==> config.mk <==
export PLATFORM = sky130hd
export DESIGN_NAME = bidirShiftReg
export DESIGN_NICKNAME = d
export VERILOG_FILES = /design/src/rtl/bidirShiftPkg.sv /design/src/rtl/bidirShiftCtrl.sv /design/src/rtl/bidirShiftPath.sv /design/src/rtl/bidirShiftReg.sv
export SDC_FILE = /design/constraint.sdc
export NUM_CORES = 1
export LEC_CHECK = 0
export BUFFER_PORTS_ARGS = -buffer_cell sky130_fd_sc_hd__buf_4
export CAP_MARGIN = 15
export CORE_AREA = 10 10 47 49
export CTS_BUF_LIST = sky130_fd_sc_hd__clkbuf_4 sky130_fd_sc_hd__clkbuf_8 sky130_fd_sc_hd__clkbuf_16
export CTS_CLUSTER_SIZE = 25
export DETAILED_ROUTE_END_ITERATION = 8
export DIE_AREA = 0 0 57 59
export GPL_TIMING_DRIVEN = 0
export PLACE_DENSITY = 0.4
export SYNTH_ARGS = -nofsm -noshare
export SYNTH_HDL_FRONTEND = slang
export SYNTH_SLANG_ARGS = --single-unit
==> constraint.sdc <==
create_clock -name clk -period 2.8 [get_ports clk]
set_clock_uncertainty 0.1 [all_clocks]
set_input_delay 0.56 -clock clk [delete_from_list [all_inputs] [get_ports clk]]
set_output_delay 0.56 -clock clk [all_outputs]
set_load 0.03 [all_outputs]
==> src/rtl/bidirShiftPkg.sv <==
package bidirShiftPkg;
  typedef enum logic [1:0] {
    MODE_HOLD = 2'b00,
    MODE_UP   = 2'b01,
    MODE_DOWN = 2'b10,
    MODE_LOAD = 2'b11
  } modeT;

  typedef struct packed {
    logic clear;
    logic [1:0] pick;
  } strobeT;
endpackage

==> src/rtl/bidirShiftCtrl.sv <==
module bidirShiftCtrl
  import bidirShiftPkg::*;
(
  input  logic       rst,
  input  logic [1:0] mode,
  output strobeT     strobes
);
  always_comb begin
    strobes.clear = rst;
    unique case (modeT'(mode))
      MODE_HOLD: strobes.pick = 2'd0;
      MODE_UP:   strobes.pick = 2'd1;
      MODE_DOWN: strobes.pick = 2'd2;
      default:   strobes.pick = 2'd3;
    endcase
  end
endmodule

==> src/rtl/bidirShiftPath.sv <==
module bidirShiftPath
  import bidirShiftPkg::*;
#(
  parameter int WIDTH = 4
) (
  input  logic             clk,
  input  strobeT           strobes,
  input  logic [WIDTH-1:0] parIn,
  input  logic             serInUp,
  input  logic             serInDown,
  output logic [WIDTH-1:0] q
);
  localparam int TOP = WIDTH - 1;

  logic [WIDTH-1:0] nextQ;

  genvar gi;
  generate
    for (gi = 0; gi < WIDTH; gi++) begin : gStage
      logic lowerNb;
      logic upperNb;
      if (gi == 0) begin : gLow
        assign lowerNb = serInUp;
      end else begin : gLowMid
        assign lowerNb = q[gi-1];
      end
      if (gi == TOP) begin : gHigh
        assign upperNb = serInDown;
      end else begin : gHighMid
        assign upperNb = q[gi+1];
      end
      always_comb begin
        unique case (strobes.pick)
          2'd0:    nextQ[gi] = q[gi];
          2'd1:    nextQ[gi] = lowerNb;
          2'd2:    nextQ[gi] = upperNb;
          default: nextQ[gi] = parIn[gi];
        endcase
      end
    end
  endgenerate

  always_ff @(posedge clk) begin
    if (strobes.clear) q <= '0;
    else q <= nextQ;
  end


  reset_clears_chk: assert property (@(posedge clk)
    strobes.clear |=> (q == '0));

  hold_stable_chk: assert property (@(posedge clk) disable iff (strobes.clear)
    (strobes.pick == 2'd0) |=> $stable(q));

  shift_up_chk: assert property (@(posedge clk) disable iff (strobes.clear)
    (strobes.pick == 2'd1) |=> (q == {$past(q[TOP-1:0]), $past(serInUp)}));

  shift_down_chk: assert property (@(posedge clk) disable iff (strobes.clear)
    (strobes.pick == 2'd2) |=> (q == {$past(serInDown), $past(q[TOP:1])}));

  load_word_chk: assert property (@(posedge clk) disable iff (strobes.clear)
    (strobes.pick == 2'd3) |=> (q == $past(parIn)));
endmodule

==> src/rtl/bidirShiftReg.sv <==
module bidirShiftReg
  import bidirShiftPkg::*;
#(
  parameter int WIDTH = 4
) (
  input  logic             clk,
  input  logic             rst,
  input  logic [1:0]       mode,
  input  logic [WIDTH-1:0] parIn,
  input  logic             serInUp,
  input  logic             serInDown,
  output logic [WIDTH-1:0] q,
  output logic             serOutHigh,
  output logic             serOutLow
);
  strobeT strobes;

  bidirShiftCtrl ctrl (
    .rst(rst), .mode(mode), .strobes(strobes)
  );

  bidirShiftPath #(.WIDTH(WIDTH)) path (
    .clk(clk), .strobes(strobes), .parIn(parIn),
    .serInUp(serInUp), .serInDown(serInDown), .q(q)
  );

  assign serOutHigh = q[WIDTH-1];
  assign serOutLow  = q[0];


  serial_ends_chk: assert property (@(posedge clk)
    (serOutHigh == q[WIDTH-1]) && (serOutLow == q[0]));
endmodule

# Yosys cells after proc, flatten, opt, wreduce, memory -nomap -nowiden
# Index checks and enable logic that the tools add are counted.
[totals] register_bits=4 input_bits=10 out_inout_bits=6 word_cells=12
[classes] eq_ne=4 n_mux=5 n_reduce_logical=2
[ops] operator="$pmux W1 S3" count=4
[ops] operator="$pmux W2 S3" count=1
[ops] operator="$eq A2 B1 Y1 const B" count=2
[ops] operator="$eq A2 B2 Y1 const B" count=2
[ops] operator="$logic_not A2 Y1" count=2

# Logic depth before layout (Yosys ltp)
# Gate-level depths: netlist of the first run.
[depth] word_depth=4 ltp_mapped=6 depth_no_buf=5

# By module
# Synthesis of the first run repeated with hierarchy kept, for this count alone.
[unflattened] hier_cells=32 area_unflattened_um2=295.3
[modules_own_cells] mod="bidirShiftPath" n_inst=1 cells_each=27 area_each_um2=265.3
[modules_own_cells] mod="bidirShiftCtrl" n_inst=1 cells_each=3 area_each_um2=15.0
[modules_own_cells] mod="bidirShiftReg" n_inst=1 cells_each=2 area_each_um2=15.0

# Least setup slack after synthesis of the first run
# Ideal clock, no wire load.
[synth_timing] path_type="input to register" startpoint="input mode[0]" endpoint="register path.q[0]" setup_ns=0.133 arrival_ns=1.378 required_time_ns=2.567 path_slack_ns=1.189 cell_stages=6 path_cell_list="inv_1 ha_1 buf_6 nand2b_4 a221oi_1 a2111oi_2"
[synth_via] elab_chain_len=4 word_cells_on_any_way=8
[synth_lines] element="from (decl)" line="bidirShiftReg.sv:8" rtl="input logic [1:0] mode,"
[synth_lines] element="$eq A2 B2 Y1 (tied with other cells)" line="bidirShiftCtrl.sv:10" rtl="unique case (modeT'(mode))"
[synth_lines] element="$pmux W2 S3 (*)" line="bidirShiftCtrl.sv:10"
[synth_lines] element="$eq A2 B2 Y1 (tied with other cells)" line="bidirShiftPath.sv:33" rtl="unique case (strobes.pick)"
[synth_lines] element="$pmux W1 S3" line="bidirShiftPath.sv:33"
[synth_lines] element="to (signal assigned)" line="bidirShiftPath.sv:45" rtl="else q <= nextQ;"
[synth_lines] element="to (decl)" line="bidirShiftPath.sv:11" rtl="output logic [WIDTH-1:0] q"
# Every way passes the cells marked *; elsewhere a longest branch is shown, timed or not.
# A chain may end at the register's enable or synchronous reset.

# Worst setup path after layout of the first run
[layout_timing] startpoint="input mode[0]" endpoint="register path.q[3]"
# Same word-level chain as after synthesis.

==> flow_summary_export.csv, run 1 <==
group,metric,value,unit
timing,rsz0062_at_grt,"no",
layout,fillers,169,
worst_setup_path,r2r_end,"path.q[3]",
route,drtPass1Iterations,3,
timing,period_needed,1.59,ns
placement,place_congestion,0.745,
layout,multiInputGateArea,151,um2
timing,finalHoldViolCount,0,
floorplanning,die_h,59,um
floorplanning,rows,14,
clocking,cts_tree,"yes",
clocking,clock_path_buffers,2,
layout,n_antenna_cell,0,
worst_setup_path,cp-endpoint,"path.q[3]",
floorplanning,coreArea,1400,um2
global_route,track_usage,0.0567,
clocking,cts_buffers,3,
global_route,grt_remaining_overflow,0,
logic_synthesis,synth_seq_cells,4,
placement,dp_hpwl,741,um
route,drtIter0Drc,4,
power_and_ir_drop,peakVddDrop,0.000188,V
timing,setup-tns-final,0,ns
route,wl,846,um
logic_synthesis,avgSynthCellArea,9.66,um2
clocking,post_cts_buffers,0,
global_route,grt_pass1_wl,1430,um
power_and_ir_drop,power_density,500,nW/um2
timing,timing.fmax,631,MHz
logic_synthesis,yosysWarnings,0,
worst_setup_path,cp-start-kind,"primary input",
global_route,antenna_found_initial,0,
worst_setup_path,crit_start,"mode[0]",
clocking,clock_sinks,4,
clocking,root_buffer,"clkbuf_4",
worst_setup_path,cp.required,2.81,ns
layout,largest_reg_flops,4,
timing,slew_headroom,0.768,
clocking,ctsHtreeMaxLevel,1,
timing,setup_violations,0,
clocking,cts_resized,0,
floorplanning,dieArea,3360,um2
worst_setup_path,path_class,"primary input to register",
layout,layout_common_cells,"buf_4 (17), inv_1 (6), a221oi_1 (4), nor3_1 (4), dfxtp_1 (4)",
clocking,insertion_delay,0.24,ns
layout,regMostFlops,"path.q",
logic_synthesis,synth_nets,42,
worst_setup_path,regToRegSetupSlack,1.74,ns
layout,final_net_count,62,
layout,area_delta_synth_final,55.4,%
run_status,status,"finished clean",
timing,drv_slew,0,
job,cap_violations,0,
layout,final_common_cell,"buf_4",
clocking,cts_hold_buf,0,
floorplanning,initial_core_util,0.200,
worst_setup_path,r2r_start,"path.q[2]",
worst_setup_path,rr_worst_depth,2,
power_and_ir_drop,p_leak,0.000204,uW
hold_path,hold_path_class,"register to register",
route,viasPerCell,4.62,
layout,regArea,80.1,um2
route,drtAntennaViolNets,0,
placement,port-buffer-count,15,
layout,drive_above_1_share,0.489,
route,wire_per_inst,13.4,um
clocking,path_clk_slew,0.03,ns
layout,final_util,0.311,
global_route,grt_pass1_vias,328,
worst_setup_path,worstPathMaxFanout,5,
layout,top_regs,"path.q (4)",
worst_setup_path,worstPathArrival,1.59,ns
logic_synthesis,synthCells,29,
timing,fin_crit_sh,0.566,
route,drc,0,
timing,tightest_slew,0.347,ns
logic_synthesis,synth_area,280,um2
global_route,grt_max_degree,10,
logic_synthesis,ys_seq_area_frac,0.286,
logic_synthesis,ys_types,10,
route,vias,291,
worst_setup_path,cp-end-kind,"register",
floorplanning,ios,16,
floorplanning,die_w,57,um
==> power breakdown <==
| part | internal [uW] | switching, uW | leakage, uW |
|---|---|---|---|
| combinational | 35.8 | 40.2 | 0.000157 |
| clock | 48.0 | 24.4 | 0.0000138 |
| sequential | 63.3 | 5.99 | 0.0000333 |
==> logic make-up (layout without fill, tap and decap cells) <==
kind of cell,after synthesis,in the layout,share of synthesized area
buffers and inverters,9,27,0.174
AOI/OAI and AO/OA,8,8,0.286
and+or+nand+nor,5,5,0.121
DFF,4,4,0.286
adders and majority gates,3,3,0.134
==> cells in the mapped netlist <==
cell type / n / area (um2)
nor3_1: 4 / 20.0
dfxtp_1: 4 / 80.1
a221oi_1: 4 / 35.0
inv_1: 6 / 22.5
nand2b_4: 1 / 13.8
buf_6: 1 / 11.3
a2111oi_2: 1 / 15.0
buf_4: 2 / 15.0
ha_1: 3 / 37.5
a2111oi_1: 3 / 30.0
==> layer usage <==
layer	up-vias	routed length, um	global-route usage
li1	144	-	-
met1	129	382	0.0595
met2	16	364	0.0806
met3	2	79	0.0365
met4	0	19	0.0403
met5	-	0	0
==> worst min path at each step <==
stage	start	endpoint	slack (ns)	cells past startpoint
3_5_place_dp	path.q[2]	path.q[2]	0.39	2
3_3_place_gp	path.q[3]	path.q[3]	0.39	2
5_1_grt	path.q[3]	path.q[3]	0.43	2
6_report	path.q[2]	path.q[2]	0.40	2
4_1_cts	path.q[2]	path.q[2]	0.40	2
2_1_floorplan	path.q[1]	path.q[1]	0.51	2
==> cell type report <==
class / instances / area share
Buffer: 3 / 0.0603
Clock buffer: 3 / 0.0517
Inverter: 6 / 0.0517
Multi-Input combinational cell: 16 / 0.348
Sequential cell: 4 / 0.184
Tap cell: 16 / 0.0460
Timing Repair Buffer: 15 / 0.259
==> stage by stage <==
step / hold slack (ns) / worst slack [ns] / instances / instance area [um2] / total power (uW)
floorplan: 0.505 / 1.19 / 29 / 280 / 116
global placement: 0.392 / 1.01 / 60 / 413 / 146
detailed placement: 0.394 / 0.943 / 60 / 413 / 147
CTS: 0.400 / 1.19 / 63 / 435 / 221
global route: 0.431 / 1.10 / 63 / 435 / 232
finish: 0.403 / 1.21 / 63 / 435 / 218
==> worst max-delay path, cell delays in order <==
cell,delay (ns)
buf_4,0.08
inv_1,0.05
ha_1,0.38
nand2b_4,0.12
a221oi_1,0.05
a2111oi_1,0.35
Power figures use the tool's default switching activity.
==> run 2: changes to the inputs <==
Settings changed: PLACE_DENSITY 0.4 to 0.42.
Clock period 2.8 ns to 1.4 ns, I/O delays scaled along.
==> run 2 against run 1 <==
  * First-iteration DRC count decreased by 100%
  * Non-clock buffer count unchanged
  * Via count decreased by 1.7%
  * Critical path depth unchanged
  * Wire length decreased by 4.5%
  * Largest power group unchanged
==> flow_summary_export.csv, run 2 (same netlist as run 1, synthesis figures left out) <==
group,metric,value,unit
layout,largest_reg_flops,4,
layout,regMostFlops,"path.q",
worst_setup_path,cp-end-kind,"register",
power_and_ir_drop,peakVddDrop,0.000559,V
global_route,grt_pass1_vias,305,
layout,top_regs,"path.q (4)",
placement,dp_slack,-0.147,ns
worst_setup_path,r2r_start,"path.q[3]",
timing,period_needed,1.27,ns
placement,placed_area,413,um2
worst_setup_path,rr_worst_depth,2,
hold_path,holdPathEnd,"path.q[0]",
job,cap_violations,0,
worst_setup_path,worstPathArrival,1.29,ns
route,wire_per_inst,12.8,um
layout,n_antenna_cell,0,
route,viasPerCell,4.54,
placement,placed_cells,60,
clocking,cts_resized,0,
timing,timing.fmax,788,MHz
layout,drive_above_1_share,0.489,
floorplanning,initial_core_util,0.200,
power_and_ir_drop,power_density,1000,nW/um2
layout,final_util,0.311,
global_route,grt_remaining_overflow,0,
worst_setup_path,worstPathMaxFanout,5,
placement,dp_hpwl,718,um
worst_setup_path,cp.required,1.42,ns
clocking,cts_hold_buf,0,
route,drc,0,
timing,finalHoldViolCount,0,
run_status,status,"finished clean",
timing,setup_violations,0,
worst_setup_path,path_class,"primary input to register",
global_route,grt_pass1_wl,1300,um
global_route,track_usage,0.0505,
timing,slew_headroom,0.785,
clocking,insertion_delay,0.24,ns
timing,fin_crit_sh,0.906,
route,wl,808,um
route,drtAntennaViolNets,0,
clocking,root_buffer,"clkbuf_4",
layout,final_common_cell,"buf_4",
timing,tightest_slew,0.322,ns
global_route,grt_max_degree,10,
route,drtIter0Drc,0,
clocking,path_clk_slew,0.04,ns
placement,place_congestion,0.662,
timing,drv_slew,0,
clocking,clock_sinks,4,
clocking,post_cts_buffers,0,
timing,setup_slack,0.131,ns
floorplanning,die_h,59,um
route,vias,286,
clocking,ctsHtreeMaxLevel,1,
timing,whs,0.159,ns
route,drtPass1Iterations,1,
hold_path,hold_path_class,"primary input to register",
clocking,cts_tree,"yes",
layout,area_delta_synth_final,55.4,%
layout,layout_common_cells,"buf_4 (17), inv_1 (6), a221oi_1 (4), nor3_1 (4), dfxtp_1 (4)",
layout,final_net_count,62,
floorplanning,coreArea,1400,um2
layout,stdcell_count,63,
power_and_ir_drop,p_leak,0.000204,uW
hold_path,min_from,"rst",
layout,final_area,435,um2
worst_setup_path,cp-start-kind,"primary input",
floorplanning,die_w,57,um
global_route,antenna_found_initial,0,
worst_setup_path,crit_start,"mode[0]",
worst_setup_path,r2r_end,"path.q[3]",
placement,port-buffer-count,15,
clocking,cts_buffers,3,
floorplanning,rows,14,
clocking,clock_path_buffers,2,
floorplanning,ios,16,
worst_setup_path,regToRegSetupSlack,0.38,ns
timing,rsz0062_at_grt,"no",
hold_path,holdPathStages,2,
floorplanning,dieArea,3360,um2
-- run 2: worst max-delay path by stage --
stage                     end  slack, ns  cells past startpoint
global placement    path.q[3]      -0.12                      6
detailed placement  path.q[3]      -0.15                      6
finish              path.q[3]       0.13                      6
floorplan           path.q[0]       0.07                      6
CTS                 path.q[3]       0.13                      6
global route        path.q[3]       0.02                      7
-- run 2: worst max-delay path, cell delays in order --
cell and delay [ns]:
buf_4 0.08, inv_1 0.05, ha_1 0.38, nand2b_4 0.12, a221oi_1 0.05, a2111oi_1 0.33
-- run 2: layer usage --
metal	global-route usage	routed length, um	vias up	part of all wire
li1	-	-	144	-
met1	0.0545	396	125	0.49
met2	0.0667	320	15	0.40
met3	0.0472	86	2	0.11
met4	0.0201	4	0	0.0050
met5	0	0	-	0
-- run 2: cell type report --
class / instances / area (um2)
timing repair buffer: 15 / 113
inverter: 6 / 22.5
multi-input combinational: 16 / 151
clock buffer: 3 / 22.5
sequential: 4 / 80.1
fill: 165 / 966
buffer: 3 / 26.3
tap: 16 / 20.0
-- run 2: metrics by stage --
step                      total power [uW]  TNS, ns
after floorplan                        232        0
after global placement                 292   -0.402
after detailed placement               294   -0.481
after CTS                              444        0
after global routing                   471        0
final                                  435        0
-- run 2: power breakdown --
group / internal, uW / total (uW) / switching (uW)
clock network: 96.1 / 146 / 50.2
logic: 71.4 / 151 / 79.2
registers: 127 / 138 / 12.0
==> run 3: changes to the inputs <==
Settings changed: PLACE_DENSITY 0.42 to not set, SETUP_SLACK_MARGIN set to 0.1.
==> run 3 against run 2 <==
  * Power increased by 3.9%
  * Worst setup slack improved by 0.012 ns
  * Maximum frequency increased by 0.98%
  * Register-to-register slack got worse by 0.02 ns
  * Flip-flop and latch count unchanged
  * Sequential share of layout area decreased by 0.53 points
  * Largest cell class unchanged
  * Largest power group unchanged
==> flow_summary_export.csv, run 3 (same netlist as run 1, synthesis figures left out) <==
group,metric,value,unit
run_status,status,"finished clean",
worst_setup_path,worstPathArrival,0.88,ns
floorplanning,dieArea,3360,um2
timing,whs,0.138,ns
clocking,insertion_delay,0.24,ns
placement,place_congestion,0.740,
global_route,antenna_found_initial,0,
layout,drive_above_1_share,0.596,
layout,top_regs,"path.q (4)",
global_route,grt_max_degree,10,
global_route,grt_remaining_overflow,0,
layout,layout_common_cells,"buf_4 (17), inv_1 (4), nor3_1 (4)",
layout,final_net_count,62,
placement,port-buffer-count,15,
floorplanning,ios,16,
floorplanning,rows,14,
clocking,root_buffer,"clkbuf_4",
timing,finalHoldViolCount,0,
worst_setup_path,critical_path_buf_inv_count,2,
worst_setup_path,worstPathMaxFanout,4,
timing,tightest_slew,0.306,ns
worst_setup_path,crit_path_top_delay_cell,"dfxtp_1",
route,drtPass1Iterations,2,
timing,slew_headroom,0.795,
timing,period_needed,1.26,ns
worst_setup_path,path_class,"register to output port",
clocking,clock_sinks,4,
route,drc,0,
layout,regMostFlops,"path.q",
global_route,grt_pass1_wl,1250,um
clocking,ctsHtreeMaxLevel,1,
route,drtIter0Drc,2,
timing,rsz0062_at_grt,"yes",
clocking,path_clk_slew,0.04,ns
timing,timing.fmax,796,MHz
worst_setup_path,worstPathCellList,"buf_4 > buf_4",
global_route,grt_pass1_vias,295,
job,cap_violations,0,
clocking,post_cts_buffers,0,
layout,n_antenna_cell,0,
power_and_ir_drop,finalPower,452,uW
timing,setup_violations,0,
clocking,cts_buffers,3,
route,vias,276,
worst_setup_path,path_delay_family,"flip-flops",
worst_setup_path,cp_slowest_stage_delay,0.37,ns
placement,dp_hpwl,662,um
layout,area_delta_synth_final,62.5,%
clocking,cts_tree,"yes",
route,wl,801,um
worst_setup_path,cp-start-kind,"register",
layout,largest_reg_flops,4,
placement,dp_slack,-0.115,ns
floorplanning,initial_core_util,0.200,
floorplanning,die_h,59,um
hold_path,hold_path_class,"primary input to register",
power_and_ir_drop,p_leak,0.000206,uW
timing,drv_slew,0,
route,viasPerCell,4.38,
worst_setup_path,cp.required,1.02,ns
clocking,clock_path_buffers,2,
timing,setup_slack,0.144,ns
timing,fin_crit_sh,0.897,
floorplanning,die_w,57,um
route,wire_per_inst,12.7,um
floorplanning,coreArea,1400,um2
worst_setup_path,path_common_cell,"buf_4",
layout,final_common_cell,"buf_4",
global_route,track_usage,0.0505,
worst_setup_path,cp-end-kind,"output port",
power_and_ir_drop,peakVddDrop,0.000306,V
power_and_ir_drop,power_density,993,nW/um2
route,drtAntennaViolNets,0,
[run 3: layout make-up]
class	instances	area, um2
Fill cell	163	946
Multi-Input combinational cell	16	170
Timing Repair Buffer	15	113
Sequential cell	4	81.3
Buffer	3	26.3
Clock buffer	3	22.5
Inverter	6	22.5
Tap cell	16	20.0
[run 3: where the power goes]
part	total, uW	switching, uW	internal [uW]
Sequential	139	12.3	127
Clock	154	57.4	96.6
Combinational	159	81.8	77.1
[run 3: what timing repair did]
item / in CTS / in global routing
hold buffers: 0 / 0
resized for setup: 0 / 3
setup endpoints to repair: 0 / 4
[run 3: routing by layer]
metal  vias up  GRT usage  share of wire
met5         -          0              0
met2        10     0.0682           0.45
met3         2     0.0386           0.11
met4         0     0.0503          0.021
li1        145          -              -
met1       119     0.0474           0.42
[run 3: final timing paths]
kind | from | end | slack (ns) | cells after the start
setup / recovery | path.q[3] | q[3] | 0.14 | 2
hold / removal | rst | path.q[0] | 0.14 | 2
setup reg to reg | path.q[2] | path.q[3] | 0.36 | 2
hold reg to reg | path.q[0] | path.q[0] | 0.38 | 2
[run 3: through the flow]
| step | std cells | instance area (um2) | utilization | setup TNS, ns |
|---|---|---|---|---|
| finish | 63 | 455 | 0.325 | 0 |
| global route | 63 | 455 | 0.325 | 0 |
| CTS | 63 | 454 | 0.324 | 0 |
| detailed placement | 60 | 432 | 0.308 | -0.321 |
| global placement | 60 | 432 | 0.308 | -0.192 |
| floorplan | 29 | 299 | - | 0 |
[run 3: worst register-to-register path, cell delays in order (launching register included)]
cell	delay (ns)
dfxtp_1	0.36
a221oi_1	0.11
a2111oi_1	0.35
